<file path="src/rtl/ras_pkg.sv">
package ras_pkg;
  typedef enum logic [1:0] {
    ACT_NONE = 2'd0,
    ACT_PUSH = 2'd1,
    ACT_POP  = 2'd2,
    ACT_SWAP = 2'd3
  } ras_act_e;

  localparam logic [1:0] KIND_BRANCH = 2'd1;
  localparam logic [1:0] KIND_JAL    = 2'd2;
  localparam logic [1:0] KIND_JALR   = 2'd3;

  localparam logic [3:0] CODE_NONE      = 4'd0;
  localparam logic [3:0] CODE_BRANCH    = 4'd4;
  localparam logic [3:0] CODE_IND_CALL  = 4'd8;
  localparam logic [3:0] CODE_DIR_CALL  = 4'd9;
  localparam logic [3:0] CODE_IND_TAIL  = 4'd10;
  localparam logic [3:0] CODE_DIR_TAIL  = 4'd11;
  localparam logic [3:0] CODE_SWAP      = 4'd12;
  localparam logic [3:0] CODE_RETURN    = 4'd13;
  localparam logic [3:0] CODE_IND_OTHER = 4'd14;
  localparam logic [3:0] CODE_DIR_OTHER = 4'd15;
endpackage

</file>
<file path="src/rtl/ras_classify.sv">
module ras_classify
  import ras_pkg::*;
#(
  parameter int REG_W = 6
) (
  input  logic             valid,
  input  logic [1:0]       kind,
  input  logic [REG_W-1:0] rd,
  input  logic [REG_W-1:0] rs,
  output logic [3:0]       code,
  output ras_act_e         act
);
  localparam logic [REG_W-1:0] LINK_A = REG_W'(1);
  localparam logic [REG_W-1:0] LINK_B = REG_W'(5);
  localparam logic [REG_W-1:0] ZERO_R = '0;

  logic rd_link, rs_link, rd_zero, same_reg;

  always_comb begin
    rd_link  = (rd == LINK_A) || (rd == LINK_B);
    rs_link  = (rs == LINK_A) || (rs == LINK_B);
    rd_zero  = (rd == ZERO_R);
    same_reg = (rd == rs);
    code     = CODE_NONE;
    act      = ACT_NONE;
    if (valid) begin
      unique case (kind)
        KIND_BRANCH: code = CODE_BRANCH;
        KIND_JAL: begin
          if (rd_link) begin
            code = CODE_DIR_CALL;
            act  = ACT_PUSH;
          end else if (rd_zero) begin
            code = CODE_DIR_TAIL;
          end else begin
            code = CODE_DIR_OTHER;
          end
        end
        KIND_JALR: begin
          if (rd_link && rs_link && !same_reg) begin
            code = CODE_SWAP;
            act  = ACT_SWAP;
          end else if (rd_link) begin
            code = CODE_IND_CALL;
            act  = ACT_PUSH;
          end else if (rs_link) begin
            code = CODE_RETURN;
            act  = ACT_POP;
          end else if (rd_zero) begin
            code = CODE_IND_TAIL;
          end else begin
            code = CODE_IND_OTHER;
          end
        end
        default: code = CODE_NONE;
      endcase
    end
  end
endmodule

</file>
<file path="src/rtl/ras_stack.sv">
module ras_stack
  import ras_pkg::*;
#(
  parameter int DEPTH  = 16,
  parameter int ADDR_W = 32
) (
  input  logic              clk,
  input  logic              rst,
  input  ras_act_e          act,
  input  logic [ADDR_W-1:0] push_data,
  output logic [ADDR_W-1:0] pop_data,
  output logic              pop_valid,
  output logic              overflow,
  output logic              underflow
);
  localparam int PW = (DEPTH > 1) ? $clog2(DEPTH) : 1;
  localparam int CW = $clog2(DEPTH + 1);
  localparam logic [PW-1:0] LAST_IDX = PW'(DEPTH - 1);
  localparam logic [CW-1:0] FULL_CNT = CW'(DEPTH);

  logic [ADDR_W-1:0] mem [DEPTH];
  logic [ADDR_W-1:0] rd_q;
  logic [PW-1:0]     tos, tos_inc, tos_dec, wr_idx;
  logic [CW-1:0]     cnt;
  logic              empty, full, wr_en;

  always_comb begin
    empty   = (cnt == '0);
    full    = (cnt == FULL_CNT);
    tos_inc = (tos == LAST_IDX) ? '0 : tos + PW'(1);
    tos_dec = (tos == '0) ? LAST_IDX : tos - PW'(1);
    wr_en   = (act == ACT_PUSH) || (act == ACT_SWAP);
    wr_idx  = (act == ACT_SWAP && !empty) ? tos : tos_inc;
  end

  // Storage: one write port, one registered read port (read-first)
  always_ff @(posedge clk) begin
    if (wr_en) mem[wr_idx] <= push_data;
  end

  always_ff @(posedge clk) begin
    rd_q <= mem[tos];
  end

  always_ff @(posedge clk) begin
    if (rst) begin
      tos       <= '0;
      cnt       <= '0;
      pop_valid <= 1'b0;
      overflow  <= 1'b0;
      underflow <= 1'b0;
    end else begin
      pop_valid <= 1'b0;
      overflow  <= 1'b0;
      underflow <= 1'b0;
      unique case (act)
        ACT_PUSH: begin
          tos      <= tos_inc;
          overflow <= full;
          if (!full) cnt <= cnt + CW'(1);
        end
        ACT_POP: begin
          if (empty) begin
            underflow <= 1'b1;
          end else begin
            tos       <= tos_dec;
            cnt       <= cnt - CW'(1);
            pop_valid <= 1'b1;
          end
        end
        ACT_SWAP: begin
          if (empty) begin
            underflow <= 1'b1;
            tos       <= tos_inc;
            cnt       <= CW'(1);
          end else begin
            pop_valid <= 1'b1;
          end
        end
        default: ;
      endcase
    end
  end

  assign pop_data = pop_valid ? rd_q : '0;

  p_cnt_bound_r8: assert property (@(posedge clk) disable iff (rst)
    cnt <= FULL_CNT);
  p_no_overflow_r8: assert property (@(posedge clk) disable iff (rst)
    overflow |-> ($past(cnt) == FULL_CNT) && (cnt == FULL_CNT));
  p_underflow_zero_r7: assert property (@(posedge clk) disable iff (rst)
    underflow |-> (!pop_valid && pop_data == '0));
  p_swap_depth_r9: assert property (@(posedge clk) disable iff (rst)
    ($past(act) == ACT_SWAP && $past(cnt) != '0) |-> (cnt == $past(cnt)));
  p_flags_excl_r10: assert property (@(posedge clk) disable iff (rst)
    $onehot0({overflow, underflow, pop_valid && underflow}));
endmodule

</file>
<file path="src/rtl/ras_ctrl.sv">
module ras_ctrl
  import ras_pkg::*;
#(
  parameter int DEPTH  = 16,
  parameter int ADDR_W = 32,
  parameter int REG_W  = 6
) (
  input  logic              clk,
  input  logic              rst,
  input  logic              in_valid,
  input  logic [1:0]        in_kind,
  input  logic [REG_W-1:0]  in_rd,
  input  logic [REG_W-1:0]  in_rs,
  input  logic [ADDR_W-1:0] in_pc,
  input  logic              in_size,
  output logic [3:0]        cls_code,
  output logic [ADDR_W-1:0] pop_addr,
  output logic              pop_valid,
  output logic              overflow,
  output logic              underflow
);
  logic [3:0]        code_c;
  ras_act_e          act_c;
  logic [ADDR_W-1:0] ret_addr;

  ras_classify #(.REG_W(REG_W)) u_classify (
    .valid (in_valid),
    .kind  (in_kind),
    .rd    (in_rd),
    .rs    (in_rs),
    .code  (code_c),
    .act   (act_c)
  );

  assign ret_addr = in_pc + (in_size ? ADDR_W'(4) : ADDR_W'(2));

  ras_stack #(.DEPTH(DEPTH), .ADDR_W(ADDR_W)) u_stack (
    .clk       (clk),
    .rst       (rst),
    .act       (act_c),
    .push_data (ret_addr),
    .pop_data  (pop_addr),
    .pop_valid (pop_valid),
    .overflow  (overflow),
    .underflow (underflow)
  );

  always_ff @(posedge clk) begin
    if (rst) cls_code <= '0;
    else     cls_code <= code_c;
  end

  p_push_link_r2: assert property (@(posedge clk) disable iff (rst)
    (act_c == ACT_PUSH || act_c == ACT_SWAP) |->
      (in_rd == REG_W'(1) || in_rd == REG_W'(5)));
  p_idle_quiet_r10: assert property (@(posedge clk) disable iff (rst)
    !in_valid |=> (!pop_valid && !overflow && !underflow && cls_code == 4'd0));
endmodule

</file>
<file path="config.mk">
export PLATFORM = sky130hd
export DESIGN_NAME = ras_ctrl
export DESIGN_NICKNAME = d
export VERILOG_FILES = /design/src/rtl/ras_pkg.sv /design/src/rtl/ras_classify.sv /design/src/rtl/ras_stack.sv /design/src/rtl/ras_ctrl.sv
export SDC_FILE = /design/constraint.sdc
export NUM_CORES = 1
export LEC_CHECK = 0
export ABC_AREA = 1
export BUFFER_PORTS_ARGS = -buffer_cell sky130_fd_sc_hd__clkbuf_2
export CAP_MARGIN = 40
export CORE_AREA = 5 5 242 244
export CTS_BUF_LIST = sky130_fd_sc_hd__clkbuf_8
export DETAILED_ROUTE_END_ITERATION = 8
export DIE_AREA = 0 0 247 249
export GPL_ROUTABILITY_DRIVEN = 0
export PLACE_DENSITY = 0.63
export SLEW_MARGIN = 20
export SYNTH_ARGS = -nofsm -noshare
export SYNTH_HDL_FRONTEND = slang
export SYNTH_SLANG_ARGS = --single-unit
</file>
<file path="constraint.sdc">
create_clock -name clk -period 5.2 [get_ports clk]
set_clock_uncertainty 0.1 [all_clocks]
set_input_delay 0.78 -clock clk [delete_from_list [all_inputs] [get_ports clk]]
set_output_delay 0.78 -clock clk [all_outputs]
set_load 0.03 [all_outputs]
</file>
# Word level (Yosys, flattened, before mapping)
# Memory sizes are Yosys's and may differ from the RTL's. A register that Yosys moved wholly into a read port is not among the register bits.
# Cells that the tools add are included.
# word_totals
ramBits	512
output_inout_bits	39
elab_cells	78
regBits	16
memories	1
# classes
n_eq_ne	16
bitwise_logic	3
muxes	29
add_sub_neg	5
reduce_logical	18
# memory_table
name	depth	width	read_ports	rd_clocked_by_memory_dff	write_ports	line	source
u_stack.mem	16	32	1	1	1	ras_stack.sv:21	logic [ADDR_W-1:0] mem [DEPTH];
# ops
op	count
4-bit two-way mux	9
32-bit by 3-bit adder with 32-bit output	1
32-bit two-way mux	1
4-bit case mux with 3 select lines	2
5-bit two-way mux	3
5-bit case mux with 3 select lines	1
6-bit by 1-bit equality test with 1-bit output, second input constant	2
6-bit by 3-bit equality test with 1-bit output, second input constant	2
3-bit two-way mux	3
2-bit equality test, second input constant	4
2-bit two-way mux	4
2-bit OR reduction	4
6-bit equality test	1
6-bit zero test	1
5-bit by 1-bit adder with 5-bit output, second input constant	1
5-bit equality test, second input constant	1
5-bit zero test	1
1-bit two-way mux	5
5-bit by 1-bit subtractor with 5-bit output, second input constant	1
4-bit by 1-bit adder with 4-bit output, second input constant	1
2-bit by 1-bit equality test with 1-bit output, second input constant	2
4-bit equality test, second input constant	1
4-bit zero test	1
2-bit inequality test, second input constant	2
10 further kinds	17

# Longest topological paths before layout
# logic_depth
ltp_word	11
depth_mapped	17
depth_no_buf	17

# Hierarchy
# A second synthesis with hierarchy kept.
# unflattened
cells_unflattened	1907
area_unflattened_um2	22883.2
# modules_own_cells
module	cells_per_inst	seq_area_each_um2	area_each_um2	n_inst
ras_stack	1642	16255.6	21571.9	1
ras_ctrl	203	80.1	1043.5	1
ras_classify	62	0.0	267.8	1

# Worst setup path before layout
# OpenSTA, ideal clock, no wires.
# synth_timing
kind	input to register
start	input port in_rd[3]
end	memory u_stack.mem[4][0] (enable)
n_path_buf	0
path_slack_ns	1.456
t_arrival_ns	3.223
cell_stages	11
setup_time_ns	0.421
t_required_ns	4.679
cell_sequence	nor2_2 nand3_4 inv_4 nand2_2 nor2_2 nor2_4 nand4_4 nand2_2 nand2_4 nand3_1 nor2_1
# synth_via
elab_chain_cells	11
# synth_lines
item	line	source
from (decl)	ras_ctrl.sv:12	input logic [REG_W-1:0] in_rd,
6-bit by 1-bit equality test with 1-bit output / 6-bit by 3-bit equality test with 1-bit output (equally long branches)	ras_classify.sv:20	rd_link = (rd == LINK_A) || (rd == LINK_B);
1-bit logical OR	ras_classify.sv:20	
1-bit logical AND (2 in a row)	ras_classify.sv:40	if (rd_link && rs_link && !same_reg) begin
2-bit two-way mux	ras_classify.sv:40	
2-bit case mux with 2 select lines *	ras_classify.sv:27	unique case (kind)
2-bit two-way mux *	ras_classify.sv:26	if (valid) begin
2-bit by 1-bit equality test with 1-bit output / 2-bit equality test (equally long branches)	ras_stack.sv:32, ras_stack.sv:33	
1-bit logical OR	ras_stack.sv:32	wr_en = (act == ACT_PUSH) || (act == ACT_SWAP);
1-bit two-way mux	ras_stack.sv:38	if (wr_en) mem[wr_idx] <= push_data;
1-bit two-way mux (implied by the code)	ras_stack.sv:38	
to (decl)	ras_stack.sv:21	
# Every way passes the cells marked *; elsewhere a longest branch is shown, timed or not.

# Worst setup path after layout
# layout_timing
start	register u_stack.tos[1]
end	memory u_stack.mem[8][1] (enable)
# layout_via
elab_chain_cells	3
# layout_lines
item	line	source
from (decl)	ras_stack.sv:23	logic [PW-1:0] tos, tos_inc, tos_dec, wr_idx;
from (signal assigned)	ras_stack.sv:58	tos <= tos_inc;
from (signal assigned)	ras_stack.sv:66	tos <= tos_dec;
from (signal assigned)	ras_stack.sv:74	tos <= tos_inc;
4-bit by 1-bit adder with 4-bit output / 4-bit equality test (equally long branches)	ras_stack.sv:30	tos_inc = (tos == LAST_IDX) ? '0 : tos + PW'(1);
4-bit two-way mux	ras_stack.sv:30	
4-bit two-way mux *	ras_stack.sv:33	wr_idx = (act == ACT_SWAP && !empty) ? tos : tos_inc;
# Marks and branches as above.

==> impl_metrics.env <==
export IMPL_final_cell_mix="edfxtp_1, nor2_1, o21ai_0, nand2_1, inv_1"
export IMPL_cp_cell_sequence="buf_4 > buf_12 > ha_1 > nand2_1 > o21ai_0 > nand2_1 > o21ai_0 > nand2_1 > nor2_4 > buf_4"
export IMPL_powerDensity_nw_per_um2=343
export IMPL_synth_fa_ha_area_share_pct=0.562
export IMPL_total_power_uw=9040
export IMPL_overflow=0
export IMPL_syn_nets=1894
export IMPL_fin_area_um2=26300
export IMPL_synth_cell_types=37
export IMPL_clock_sink_count=560
export IMPL_synth_xor_area_share_pct=1.35
export IMPL_switchingPower_uw=1910
export IMPL_critPathSlowestCell="nor2_4"
export IMPL_area_delta_synth_final_pct=16.0
export IMPL_seqPwrFrac_pct=54.6
export IMPL_cts_resized_gates=0
export IMPL_hold_buffers=0
export IMPL_dp_slack_ns=1.18
export IMPL_cts_tree="built"
export IMPL_slowest_delay_ns=0.64
export IMPL_grt_usage_pct=18.8
export IMPL_crit_path_max_fanout=49
export IMPL_synth_seq_cells=560
export IMPL_synth_mux_area_share_pct=0
export IMPL_drt_iter0_drc=1239
export IMPL_final_antenna_net_count=0
export IMPL_timing_final_ws_setup_ns=1.57
export IMPL_vias=15100
export IMPL_syn_mean_instance_area_um2=12.4
export IMPL_synth_compound_area_share_pct=11.9
export IMPL_p_int_uw=7130
export IMPL_io_pins=89
export IMPL_synth_top_family_by_area="compound AO/OA/AOI/OAI gates"
export IMPL_grt_first_pass_wirelength_mm=89.8
export IMPL_min_period_ns=3.63
export IMPL_nets=2033
export IMPL_die_h_um=249
export IMPL_max_vdd_ir_drop_mv=0.178
export IMPL_r2r_slack_ns=1.57
export IMPL_hpwlAfterDp_mm=34.0
export IMPL_sw_frac_of_total_pct=21.1
export IMPL_dr_pass1_iters=5
export IMPL_post_cts_buffers=0
export IMPL_cts_root_buf="clkbuf_8"
export IMPL_syn_area_um2=22700
export IMPL_routed_wl_mm=58.6
export IMPL_insertion_delay_ns=0.68
export IMPL_placed_area_um2=24500
export IMPL_initial_core_util_pct=40.5
export IMPL_cp_common_cell="nand2_1"
export IMPL_cts_buffer_depth=3
export IMPL_die_w_um=247
export IMPL_critPathLaunchType="flop"
export IMPL_max_freq_mhz=275
export IMPL_rsz0062_at_grt="no"
export IMPL_grt_max_degree=195
export IMPL_dieArea_um2=61500
export IMPL_leakage_uw=0.00944
export IMPL_slew_headroom_pct=33.8
export IMPL_clk_pin_slew_ns=0.06
export IMPL_maxCapViolCount=0
export IMPL_fin_hold_ws_ns=0.249
export IMPL_required_ns=5.47
export IMPL_drc=0
export IMPL_cts_htree_levels=3
export IMPL_postSynthCellCount=1835
export IMPL_fin_crit_sh_pct=69.8
export IMPL_status="completed"
export IMPL_yosys_area_share_simple_pct=10.7
export IMPL_criticalPathCategory="flop to flop"
export IMPL_combPwrFrac_pct=2.5
export IMPL_pwr_share_clk_pct=42.9
export IMPL_vias_per_cell=5.38
export IMPL_cp_buffers_inverters=3
export IMPL_min_path_type="primary input to flop"
export IMPL_setup_viol=0
export IMPL_slew_violations=0
export IMPL_final_common_cell="edfxtp_1"
export IMPL_cp_end_kind="flop"
export IMPL_grt_pass1_vias=15300
export IMPL_cts_buffers=90
export IMPL_final_setup_tns_ns=0
export IMPL_crit_arrival_ns=3.90
export IMPL_rows=87
export IMPL_path_delay_family="simple AND/OR/NAND/NOR gates"
export IMPL_fp_coreArea_um2=56100
export IMPL_tightest_slew_ns=0.994
export IMPL_post_drt_wl_per_cell_um=20.9
export IMPL_ys_seq_area_share_pct=72.0
export IMPL_finalHoldViolations=0
export IMPL_drive_gt1_share_pct=16.5
export IMPL_grt_antenna_before_repair=3
export IMPL_yosys_warnings=0
export IMPL_io_buffers=88
-- synth_stat cells (all sizes together) --
master	number	share of area, %
a21oi	13	0.29
a22oi	1	0.033
a31oi	2	0.055
buf	28	0.56
clkbuf	83	1.4
clkinv	1	0.017
dfxtp	48	4.2
edfxtp	512	68
fa	2	0.18
ha	7	0.39
inv	98	1.6
nand2	178	3.1
nand3	56	1.4
nand4	10	0.34
nor2	321	5.5
nor3	12	0.26
nor4	2	0.12
o211a	1	0.044
o211ai	28	0.93
o21ai	269	5.9
o221ai	96	3.7
o22ai	32	0.88
xnor2	17	0.66
xor2	18	0.69
-- power by group through the flow --
stage	sequential, uW	combinational (uW)	clock, uW
2_1_floorplan	5030	111	0
3_3_place_gp	5030	204	0
3_5_place_dp	5030	226	0
4_1_cts	4930	227	3950
5_1_grt	4930	251	4160
6_report	4930	229	3870
-- final timing paths --
kind | to | cells after the start | startpoint
setup / recovery | u_stack.mem[8][1]$_DFFE_PP_ | 10 | u_stack.tos[1]$_SDFFE_PP0P_
hold / removal | cls_code[0]$_SDFF_PP0_ | 2 | in_kind[0]
hold reg to reg | u_stack.cnt[0]$_SDFFE_PP0P_ | 3 | u_stack.cnt[0]$_SDFFE_PP0P_
setup reg to reg | u_stack.mem[8][1]$_DFFE_PP_ | 10 | u_stack.tos[1]$_SDFFE_PP0P_
-- area by class of cell --
class / count / area [um2]
tap: 756 / 946
clock buffer: 93 / 1280
timing repair buffer: 158 / 1110
clock inverter: 72 / 576
fill: 4958 / 29700
inverter: 99 / 380
multi-input combinational: 1065 / 5680
antenna: 2 / 5.00
sequential: 560 / 16300
-- kinds of logic after synthesis --
family / Yosys count
AO/OA/AOI/OAI: 442
buffers and inverters: 210
adder cells (fa/ha/maj): 9
XOR/XNOR: 35
AND/OR/NAND/NOR: 579
flip-flops: 560
-- registers in the layout, summed over array words and instances, names as in the netlist --
signal             cells
u_stack.mem          512
u_stack.overflow       1
u_stack.pop_valid      1
u_stack.tos            4
u_stack.cnt            5
u_stack.underflow      1
u_stack.rd_q          32
cls_code               4
-- stage by stage --
step / util [%] / std cells
after floorplan: - / 1835
final: 47.0 / 2805
after global routing: 47.0 / 2804
after global placement: 43.2 / 2609
after CTS: 46.9 / 2801
after detailed placement: 43.6 / 2636
-- per-layer routing --
layer  vias up  global-route usage (%)  wire length, um
met5         -                       0               19
met4         2                    6.42             1440
met3        95                    2.96             3570
met2       525                    31.7            28800
met1      7460                    25.0            24700
li1       7004                       -                -
(Power assumes the default switching activity.)
